**src/rtl/dram_ctrl_pkg.sv**
```systemverilog
package dram_ctrl_pkg;

  typedef enum logic [2:0] {
    F_IDLE  = 3'd0,
    F_ROW   = 3'd1,
    F_COL   = 3'd2,
    F_PRE_A = 3'd3,
    F_RFSH  = 3'd4,
    F_PRE_R = 3'd5
  } fsm_e;

  localparam logic [1:0] STAT_IDLE    = 2'd0;
  localparam logic [1:0] STAT_ACCESS  = 2'd1;
  localparam logic [1:0] STAT_REFRESH = 2'd2;

  function automatic int max_of(input int a, input int b);
    return (a > b) ? a : b;
  endfunction

endpackage

```
**src/rtl/dram_refresh_timer.sv**
```systemverilog
module dram_refresh_timer #(
  parameter int PERIOD = 780,
  parameter int ROW_W  = 8
) (
  input  logic             clk,
  input  logic             rst_n,
  input  logic             ref_start,
  input  logic             ref_done,
  output logic             ref_pend,
  output logic [ROW_W-1:0] ref_row
);
  localparam int TW       = $clog2(PERIOD);
  localparam int ROWS     = 1 << ROW_W;
  localparam logic [TW-1:0]    LAST_TICK = TW'(PERIOD - 1);
  localparam logic [ROW_W-1:0] LAST_ROW  = ROW_W'(ROWS - 1);

  logic [TW-1:0] tick;
  logic          fire;

  assign fire = (tick == LAST_TICK);

  always_ff @(posedge clk or negedge rst_n) begin
    if (!rst_n)    tick <= '0;
    else if (fire) tick <= '0;
    else           tick <= tick + 1'b1;
  end

  always_ff @(posedge clk or negedge rst_n) begin
    if (!rst_n)         ref_pend <= 1'b0;
    else if (fire)      ref_pend <= 1'b1;
    else if (ref_start) ref_pend <= 1'b0;
  end

  always_ff @(posedge clk or negedge rst_n) begin
    if (!rst_n)        ref_row <= '0;
    else if (ref_done) ref_row <= (ref_row == LAST_ROW) ? '0 : ref_row + 1'b1;
  end

endmodule

```
**src/rtl/dram_seq_fsm.sv**
```systemverilog
module dram_seq_fsm
  import dram_ctrl_pkg::*;
#(
  parameter int T_RCD  = 2,
  parameter int T_CAC  = 2,
  parameter int T_RP   = 2,
  parameter int T_RFSH = 3
) (
  input  logic clk,
  input  logic rst_n,
  input  logic req_valid,
  input  logic req_write,
  input  logic ref_pend,
  output fsm_e state,
  output logic wr_q,
  output logic req_ready,
  output logic accept,
  output logic ref_start,
  output logic ref_done,
  output logic rd_capture
);
  localparam int MAXT = max_of(max_of(T_RCD, T_CAC), max_of(T_RP, T_RFSH));
  localparam int CW   = $clog2(MAXT + 1);

  logic [CW-1:0] cnt;
  logic          cnt_zero;

  assign cnt_zero   = (cnt == '0);
  assign req_ready  = (state == F_IDLE) && !ref_pend;
  assign accept     = req_valid && req_ready;
  assign ref_start  = (state == F_IDLE) && ref_pend;
  assign ref_done   = (state == F_RFSH) && cnt_zero;
  assign rd_capture = (state == F_COL) && cnt_zero && !wr_q;

  always_ff @(posedge clk or negedge rst_n) begin
    if (!rst_n) begin
      state <= F_IDLE;
      cnt   <= '0;
      wr_q  <= 1'b0;
    end else begin
      unique case (state)
        F_IDLE: begin
          if (ref_pend) begin
            state <= F_RFSH;
            cnt   <= CW'(T_RFSH - 1);
          end else if (req_valid) begin
            state <= F_ROW;
            cnt   <= CW'(T_RCD - 1);
            wr_q  <= req_write;
          end
        end
        F_ROW: begin
          if (cnt_zero) begin
            state <= F_COL;
            cnt   <= CW'(T_CAC - 1);
          end else cnt <= cnt - 1'b1;
        end
        F_COL: begin
          if (cnt_zero) begin
            state <= F_PRE_A;
            cnt   <= CW'(T_RP - 1);
          end else cnt <= cnt - 1'b1;
        end
        F_RFSH: begin
          if (cnt_zero) begin
            state <= F_PRE_R;
            cnt   <= CW'(T_RP - 1);
          end else cnt <= cnt - 1'b1;
        end
        F_PRE_A, F_PRE_R: begin
          if (cnt_zero) state <= F_IDLE;
          else          cnt   <= cnt - 1'b1;
        end
        default: begin
          state <= F_IDLE;
          cnt   <= '0;
        end
      endcase
    end
  end

endmodule

```
**src/rtl/dram_addr_path.sv**
```systemverilog
module dram_addr_path
  import dram_ctrl_pkg::*;
#(
  parameter int ROW_W  = 8,
  parameter int COL_W  = 8,
  parameter int DATA_W = 16,
  parameter int PIN_W  = 8
) (
  input  logic                   clk,
  input  logic                   rst_n,
  input  logic                   accept,
  input  logic [ROW_W+COL_W-1:0] req_addr,
  input  logic [DATA_W-1:0]      req_wdata,
  input  fsm_e                   state,
  input  logic [ROW_W-1:0]       ref_row,
  input  logic                   rd_capture,
  input  logic [DATA_W-1:0]      mem_dq_in,
  output logic [PIN_W-1:0]       mem_addr,
  output logic [DATA_W-1:0]      mem_dq_out,
  output logic                   rsp_valid,
  output logic [DATA_W-1:0]      rsp_data
);
  logic [ROW_W-1:0]  row_q;
  logic [COL_W-1:0]  col_q;
  logic [DATA_W-1:0] wdata_q;

  always_ff @(posedge clk or negedge rst_n) begin
    if (!rst_n) begin
      row_q   <= '0;
      col_q   <= '0;
      wdata_q <= '0;
    end else if (accept) begin
      row_q   <= req_addr[ROW_W+COL_W-1:COL_W];
      col_q   <= req_addr[COL_W-1:0];
      wdata_q <= req_wdata;
    end
  end

  always_comb begin
    unique case (state)
      F_ROW:   mem_addr = PIN_W'(row_q);
      F_COL:   mem_addr = PIN_W'(col_q);
      F_RFSH:  mem_addr = PIN_W'(ref_row);
      default: mem_addr = '0;
    endcase
  end

  assign mem_dq_out = wdata_q;

  always_ff @(posedge clk or negedge rst_n) begin
    if (!rst_n) begin
      rsp_valid <= 1'b0;
      rsp_data  <= '0;
    end else begin
      rsp_valid <= rd_capture;
      if (rd_capture) rsp_data <= mem_dq_in;
    end
  end

endmodule

```
**src/rtl/dram_refresh_ctrl.sv**
```systemverilog
module dram_refresh_ctrl
  import dram_ctrl_pkg::*;
#(
  parameter int ADDR_W     = 16,
  parameter int COL_W      = 8,
  parameter int DATA_W     = 16,
  parameter int T_RCD      = 2,
  parameter int T_CAC      = 2,
  parameter int T_RP       = 2,
  parameter int T_RFSH     = 3,
  parameter int REF_PERIOD = 780,
  localparam int ROW_W     = ADDR_W - COL_W,
  localparam int PIN_W     = (ROW_W > COL_W) ? ROW_W : COL_W
) (
  input  logic              clk,
  input  logic              rst_n,
  input  logic              req_valid,
  output logic              req_ready,
  input  logic              req_write,
  input  logic [ADDR_W-1:0] req_addr,
  input  logic [DATA_W-1:0] req_wdata,
  output logic              rsp_valid,
  output logic [DATA_W-1:0] rsp_data,
  output logic [PIN_W-1:0]  mem_addr,
  output logic              mem_ras_n,
  output logic              mem_cas_n,
  output logic              mem_we_n,
  output logic              mem_oe_n,
  output logic [DATA_W-1:0] mem_dq_out,
  output logic              mem_dq_oe,
  input  logic [DATA_W-1:0] mem_dq_in,
  output logic [1:0]        status
);
  fsm_e             state;
  logic             wr_q;
  logic             accept;
  logic             ref_pend;
  logic             ref_start;
  logic             ref_done;
  logic             rd_capture;
  logic [ROW_W-1:0] ref_row;

  dram_refresh_timer #(
    .PERIOD (REF_PERIOD),
    .ROW_W  (ROW_W)
  ) u_timer (
    .clk       (clk),
    .rst_n     (rst_n),
    .ref_start (ref_start),
    .ref_done  (ref_done),
    .ref_pend  (ref_pend),
    .ref_row   (ref_row)
  );

  dram_seq_fsm #(
    .T_RCD  (T_RCD),
    .T_CAC  (T_CAC),
    .T_RP   (T_RP),
    .T_RFSH (T_RFSH)
  ) u_fsm (
    .clk        (clk),
    .rst_n      (rst_n),
    .req_valid  (req_valid),
    .req_write  (req_write),
    .ref_pend   (ref_pend),
    .state      (state),
    .wr_q       (wr_q),
    .req_ready  (req_ready),
    .accept     (accept),
    .ref_start  (ref_start),
    .ref_done   (ref_done),
    .rd_capture (rd_capture)
  );

  dram_addr_path #(
    .ROW_W  (ROW_W),
    .COL_W  (COL_W),
    .DATA_W (DATA_W),
    .PIN_W  (PIN_W)
  ) u_path (
    .clk        (clk),
    .rst_n      (rst_n),
    .accept     (accept),
    .req_addr   (req_addr),
    .req_wdata  (req_wdata),
    .state      (state),
    .ref_row    (ref_row),
    .rd_capture (rd_capture),
    .mem_dq_in  (mem_dq_in),
    .mem_addr   (mem_addr),
    .mem_dq_out (mem_dq_out),
    .rsp_valid  (rsp_valid),
    .rsp_data   (rsp_data)
  );

  // Strobes are decoded from registered state only.
  assign mem_ras_n = !((state == F_ROW) || (state == F_COL) || (state == F_RFSH));
  assign mem_cas_n = !(state == F_COL);
  assign mem_we_n  = !((state == F_COL) && wr_q);
  assign mem_oe_n  = !((state == F_COL) && !wr_q);
  assign mem_dq_oe = (state == F_COL) && wr_q;

  always_comb begin
    unique case (state)
      F_ROW, F_COL, F_PRE_A: status = STAT_ACCESS;
      F_RFSH, F_PRE_R:       status = STAT_REFRESH;
      default:               status = STAT_IDLE;
    endcase
  end

endmodule

```
**config.mk**
```make
export PLATFORM = sky130hd
export DESIGN_NAME = dram_refresh_ctrl
export DESIGN_NICKNAME = d
export VERILOG_FILES = /design/src/rtl/dram_ctrl_pkg.sv /design/src/rtl/dram_refresh_timer.sv /design/src/rtl/dram_seq_fsm.sv /design/src/rtl/dram_addr_path.sv /design/src/rtl/dram_refresh_ctrl.sv
export SDC_FILE = /design/constraint.sdc
export NUM_CORES = 1
export LEC_CHECK = 0
export CAP_MARGIN = 0
export CORE_MARGIN = 4
export CORE_UTILIZATION = 51
export CTS_CLUSTER_SIZE = 8
export DETAILED_ROUTE_END_ITERATION = 12
export PLACE_DENSITY = 0.93
export SLEW_MARGIN = 20
export SYNTH_ARGS = -nofsm -noshare
export SYNTH_HDL_FRONTEND = slang
export SYNTH_SLANG_ARGS = --single-unit
```
**constraint.sdc**
```tcl
create_clock -name clk -period 2.5 [get_ports clk]
set_input_delay 0.25 -clock clk [delete_from_list [all_inputs] [get_ports clk]]
set_output_delay 0.25 -clock clk [all_outputs]
set_load 0.01 [all_outputs]
```
# --- Word-level counts from Yosys, hierarchy flattened ---
# Cells that the tools add are included.
word_totals:
  ff_bits: 74
  latchBits: 0
  ram_bits: 0
  romBits: 0
  inputBits: 52
  output_inout_bits: 49
  wordCells: 72
  n_memories: 0
classes:
  addsub: 3
  n_mul: 0
  div: 0
  n_lt_le_gt_ge: 0
  n_eq_ne: 13
  n_shift: 0
  muxes: 18
  bitwise_logic: 1
  n_reduce_logical: 26
op_table:
  columns: ["operator", "n"]
  rows:
  - ["8-bit case mux with 3 select lines", 1]
  - ["3-bit 2-to-1 mux", 6]
  - ["3-bit case mux with 5 select lines", 1]
  - ["10-bit by 1-bit adder with 10-bit output (second input constant)", 1]
  - ["10-bit == test (second input constant)", 1]
  - ["10-bit 2-to-1 mux", 1]
  - ["8-bit by 1-bit adder with 8-bit output (second input constant)", 1]
  - ["8-bit == test (second input constant)", 1]
  - ["1-bit logical AND", 8]
  - ["2-bit 2-to-1 mux", 4]
  - ["8-bit 2-to-1 mux", 1]
  - ["2-bit by 1-bit inequality test with 1-bit output (second input constant)", 4]
  - ["3-bit by 2-bit == test with 1-bit output (second input constant)", 2]
  - ["3-bit == test (second input constant)", 2]
  - ["1-bit zero test", 6]
  - ["2-bit case mux with 3 select lines", 1]
  - ["3-bit OR reduction", 2]
  - ["5-bit AND reduction", 1]
  - ["2-bit case mux with 2 select lines", 1]
  - ["2-bit OR reduction", 2]
  - ["3-bit by 1-bit == test with 1-bit output (second input constant)", 1]
  - ["3-bit zero test", 1]
  - ["3-bit inequality test (second input constant)", 1]
  - ["3-bit AND reduction", 1]
  - ["8 further kinds", 10]

# --- Longest topological paths before layout ---
depth:
  ltp_word: 4
  mapped_depth: 6
  depth_no_buf: 5

# --- Hierarchy ---
# From an unflattened synthesis, not the netlist that was laid out.
hier_totals:
  cells_unflattened: 271
  area_unflattened_um2: 3503.4
by_module_without_submodules:
  columns: ["mod", "instances", "cells_each", "area_per_inst_um2", "seq_area_each_um2"]
  rows:
  - ["dram_addr_path", 1, 133, 2093.3, 1226.2]
  - ["dram_refresh_timer", 1, 79, 880.8, 475.5]
  - ["dram_seq_fsm", 1, 48, 455.4, 150.1]
  - ["dram_refresh_ctrl", 1, 11, 73.8, 0.0]

# --- Worst setup path after synthesis ---
# OpenSTA, ideal clock, no wires.
synth_path:
  path_kind: "flip-flop to output port"
  start: "reg u_fsm.state[2]"
  end: "out mem_addr[0]"
  arrival_ps: 1394
  t_required_ps: 2250
  slack_ps: 856
  path_stages_with_launch: 6
  n_path_buf: 2
  cell_sequence: "dfrtp_1 > buf_2 > nor2b_1 > clkbuf_1 > a22oi_1 > o21ai_0"
synth_between:
  elab_chain_len: 2
  elab_cells_between_ends: 4
  cone_classes: "eq/ne: 3; mux: 1"
synth_rtl:
  columns: ["item", "line_no", "text"]
  rows:
  - ["from (decl)", "dram_seq_fsm.sv:14", "output fsm_e state,"]
  - ["from (signal assigned)", "dram_seq_fsm.sv:37", "state <= F_IDLE;"]
  - ["from (signal assigned)", "dram_seq_fsm.sv:44", "state <= F_RFSH;"]
  - ["from (signal assigned)", "dram_seq_fsm.sv:47", "state <= F_ROW;"]
  - ["3-bit == test, or another cell as far along", "dram_addr_path.sv:40", "unique case (state)"]
  - ["8-bit case mux with 3 select lines *", "dram_addr_path.sv:40", null]
  - ["to (decl)", "dram_refresh_ctrl.sv:24", "output logic [PIN_W-1:0] mem_addr,"]
# Every way passes the cells marked *; elsewhere a longest branch is shown, timed or not.

# --- Worst setup path after layout ---
layout_path:
  start: "reg u_fsm.state[1]"
  end: "out mem_dq_oe"
layout_between:
  elab_chain_len: 2
layout_rtl:
  columns: ["item", "line_no", "text"]
  rows:
  - ["3-bit by 2-bit == test with 1-bit output", "dram_refresh_ctrl.sv:101", "assign mem_dq_oe = (state == F_COL) && wr_q;"]
  - ["1-bit logical AND", "dram_refresh_ctrl.sv:101", null]
  - ["to (decl)", "dram_refresh_ctrl.sv:30", "output logic mem_dq_oe,"]
# No other way between the ends.

==> flow_metrics.py <==
metrics = {
    "timing": {
        "worst_pin_slew_ns": 0.645,
        "fmax_mhz": 427,
        "slew_violations": 0,
        "skew_ns": 0.00799,
        "setup_viol": 0,
        "hold_viol_final": 0,
        "period_minus_slack_ns": 2.34,
        "slew_headroom_pct": 57.0,
        "setup_tns_ns": 0,
        "rsz0062_at_grt": "false",
        "final.period_utilization_pct": 93.8,
    },
    "critical_path": {
        "reg2reg_slack_ns": 0.63,
        "cp_max_fo": 17,
        "slowest_stage": "clkdlybuf4s50_1",
        "crit_required_ns": 2.25,
        "critPathBufInv": 3,
        "crit_type": "reg2out",
        "r2r_cells": 5,
        "slowest_delay_ns": 0.52,
        "cp-start-kind": "flip-flop",
        "crit_chain": "buf_4 -> nor3b_4 -> nand2_1 -> inv_1 -> clkdlybuf4s50_1",
        "r2r_start": "u_fsm.state[1]$_DFFE_PN0P_",
        "crit_arrival_ns": 2.09,
        "reg2reg_to": "u_path.mem_dq_out[0]$_DFFE_PN0P_",
        "cp_num_cells": 5,
        "end_kind": "output port",
        "cp_top_family": "buffers and inverters",
    },
    "global_routing": {
        "overflow": 0,
        "grt_pass1_vias": 2717,
        "grt_pass1_wl_um": 13100,
        "grt_max_degree": 48,
        "grt_use_total_pct": 22.3,
        "antenna_found_initial": 0,
    },
    "detailed_routing": {
        "wl_um": 8520,
        "viasPerCell": 5.58,
        "dr_total_vias": 2567,
        "drtPass1Iterations": 4,
        "drc": 0,
        "post_drt_wl_per_cell_um": 18.5,
        "drt_iter0_drc": 123,
        "ant_nets": 0,
    },
    "yosys": {
        "synth_cell_type_count": 48,
        "seq_area_frac_synth_pct": 54.9,
        "synth_edf_count": 0,
        "synthTopCellsByArea": "dfrtp_1, mux2_1, mux2_2",
        "synth_nets": 330,
        "async_flop_share_pct": 100,
        "ys.warnings.count": 0,
        "syn-instance-count": 274,
        "synth.avg_cell_area_um2": 12.3,
        "synth_top_area_share_pct": 54.9,
        "yosysTopAreaCell": "dfrtp_1",
        "synth-main-ff-cell": "dfrtp_1",
        "synth_seq_cells": 74,
        "syn_area_mm2": 0.00337,
    },
    "power": {
        "power_density_mw_per_mm2": 1120,
        "ir_worst_vdd_uv": 875,
        "p_leak_nw": 2.03,
    },
    "cts": {
        "cts.sinks": 74,
        "cts-root-buf": "clkbuf_8",
        "h-tree-depth": 3,
        "tritoncts": "yes",
        "cts_buffers": 9,
        "post-cts-setup-buffers": 0,
        "clockBufferDepth": 2,
        "clkSlewWorstSetupHoldPaths_ns": 0.07,
        "worst_skew_pair.late_latency_ns": 0.35,
    },
    "outcome": {
        "outcome": "finished, final reports clean",
    },
    "place": {
        "portBuffers": 100,
        "dp.final_hpwl_um": 5920,
        "globalplace.congestion": 0.894,
    },
    "worst_hold_path": {
        "min_path_type": "in2async",
    },
    "floorplanning": {
        "die_area_mm2": 0.00797,
        "ios": 101,
        "die_w_um": 89.3,
        "core_area_mm2": 0.00639,
        "die_y_um": 89.3,
        "initial_utilization_pct": 52.8,
        "num_rows": 29,
    },
    "layout": {
        "utilization_pct": 73.8,
        "final_nets": 434,
        "areaGrowthSynthToFinish_pct": 39.9,
        "antennaDiodeCount": 0,
        "drive_gt1_share_pct": 11.0,
        "layout_commonest_cell": "clkdlybuf4s50_1",
        "layout_common_cells": "clkdlybuf4s50_1, dfrtp_1, mux2_1, nand2_1, o21ai_0",
    },
    "job": {
        "maxCapViolations": 0,
    },
}
## report_power, final
group	switching [W]	internal [W]	total [W]
combinational	0.000960	0.00129	0.00225
sequential	0.000259	0.00164	0.00190
clock	0.000433	0.000693	0.00113
total	0.00165	0.00362	0.00528
## logic make-up (layout without fill, tap and decap cells)
kind of cell | count (synthesis) | in the layout | share of synthesized area [%]
compound gates | 42 | 42 | 8.06
xor+xnor | 11 | 11 | 2.86
fa+ha+maj | 4 | 4 | 1.48
buf+inv | 23 | 132 | 3.19
flops | 74 | 74 | 54.9
mux | 52 | 52 | 17.3
simple gates | 68 | 68 | 12.2
## worst reg2reg max path, cell delays in order (launching register included)
cell and delay [ns]:
dfrtp_1 0.43, buf_4 0.22, nor4_4 0.35, nand2_2 0.07, buf_4 0.27, mux2_1 0.40
## final cells by class
cell class | count | area (um2)
sequential | 74 | 1850
fill | 389 | 1670
multi-input combinational | 177 | 1410
timing repair buffer | 107 | 1070
clock buffer | 12 | 145
clock inverter | 4 | 98.8
tap | 77 | 96.3
inverter | 9 | 33.8
## layer usage
layer,part of all wire (%),track usage [%]
met1,38,26.0
met2,52,37.2
met3,6.1,7.56
met4,4.0,10.6
met5,0,0
## synth_stat cells, types with 2 or more instances
| master | n |
|---|---|
| o32a_1 | 2 |
| o21ai_0 | 17 |
| nand3_1 | 5 |
| inv_1 | 9 |
| clkbuf_1 | 5 |
| a22oi_1 | 8 |
| a31oi_1 | 2 |
| or3_1 | 3 |
| a211oi_1 | 2 |
| buf_2 | 5 |
| buf_4 | 2 |
| nor2_1 | 13 |
| nor2b_1 | 4 |
| nand2b_1 | 2 |
| dfrtp_1 | 74 |
| mux2_2 | 10 |
| nand4_1 | 6 |
| xor2_1 | 5 |
| mux2i_1 | 3 |
| mux2_1 | 39 |
| and3_1 | 2 |
| nand2_1 | 19 |
| a21oi_1 | 4 |
| ha_1 | 4 |
| xnor2_1 | 6 |
## sequential cells by signal (all words and copies together) (netlist names)
name / count
u_fsm.cnt: 2
u_timer.ref_pend: 1
u_timer.tick: 10
u_path.rsp_data: 16
u_fsm.wr_q: 1
u_path.col_q: 8
u_timer.ref_row: 8
u_path.rsp_valid: 1
u_path.row_q: 8
u_fsm.state: 3
u_path.mem_dq_out: 16
## through the flow
stage	setup WS [ns]	cells	area [um2]	power (W)	hold slack [ns]
2_1_floorplan	0.856	274	3370	0.00301	-0.0456
3_3_place_gp	0.546	443	4450	0.00405	0.294
3_5_place_dp	0.455	443	4450	0.00416	0.303
4_1_cts	0.0738	460	4700	0.00532	0.457
5_1_grt	0.0232	460	4710	0.00558	0.479
6_report	0.155	460	4710	0.00528	0.474
## worst max path at each step
stage / start / endpoint
3_5_place_dp: u_fsm.state[2]$_DFFE_PN0P_ / mem_addr[7]
6_report: u_fsm.state[1]$_DFFE_PN0P_ / mem_dq_oe
2_1_floorplan: u_fsm.state[2]$_DFFE_PN0P_ / mem_addr[0]
5_1_grt: u_fsm.state[1]$_DFFE_PN0P_ / mem_dq_oe
4_1_cts: u_fsm.state[2]$_DFFE_PN0P_ / mem_addr[7]
3_3_place_gp: u_fsm.state[2]$_DFFE_PN0P_ / mem_addr[6]
## timing repair
action / CTS / global route
hold endpoints to repair: 27 / 0
resized for setup: 0 / 5
setup endpoints to repair: 0 / 8
hold buffers: 1 / 0
Power figures use the tool's default switching activity.
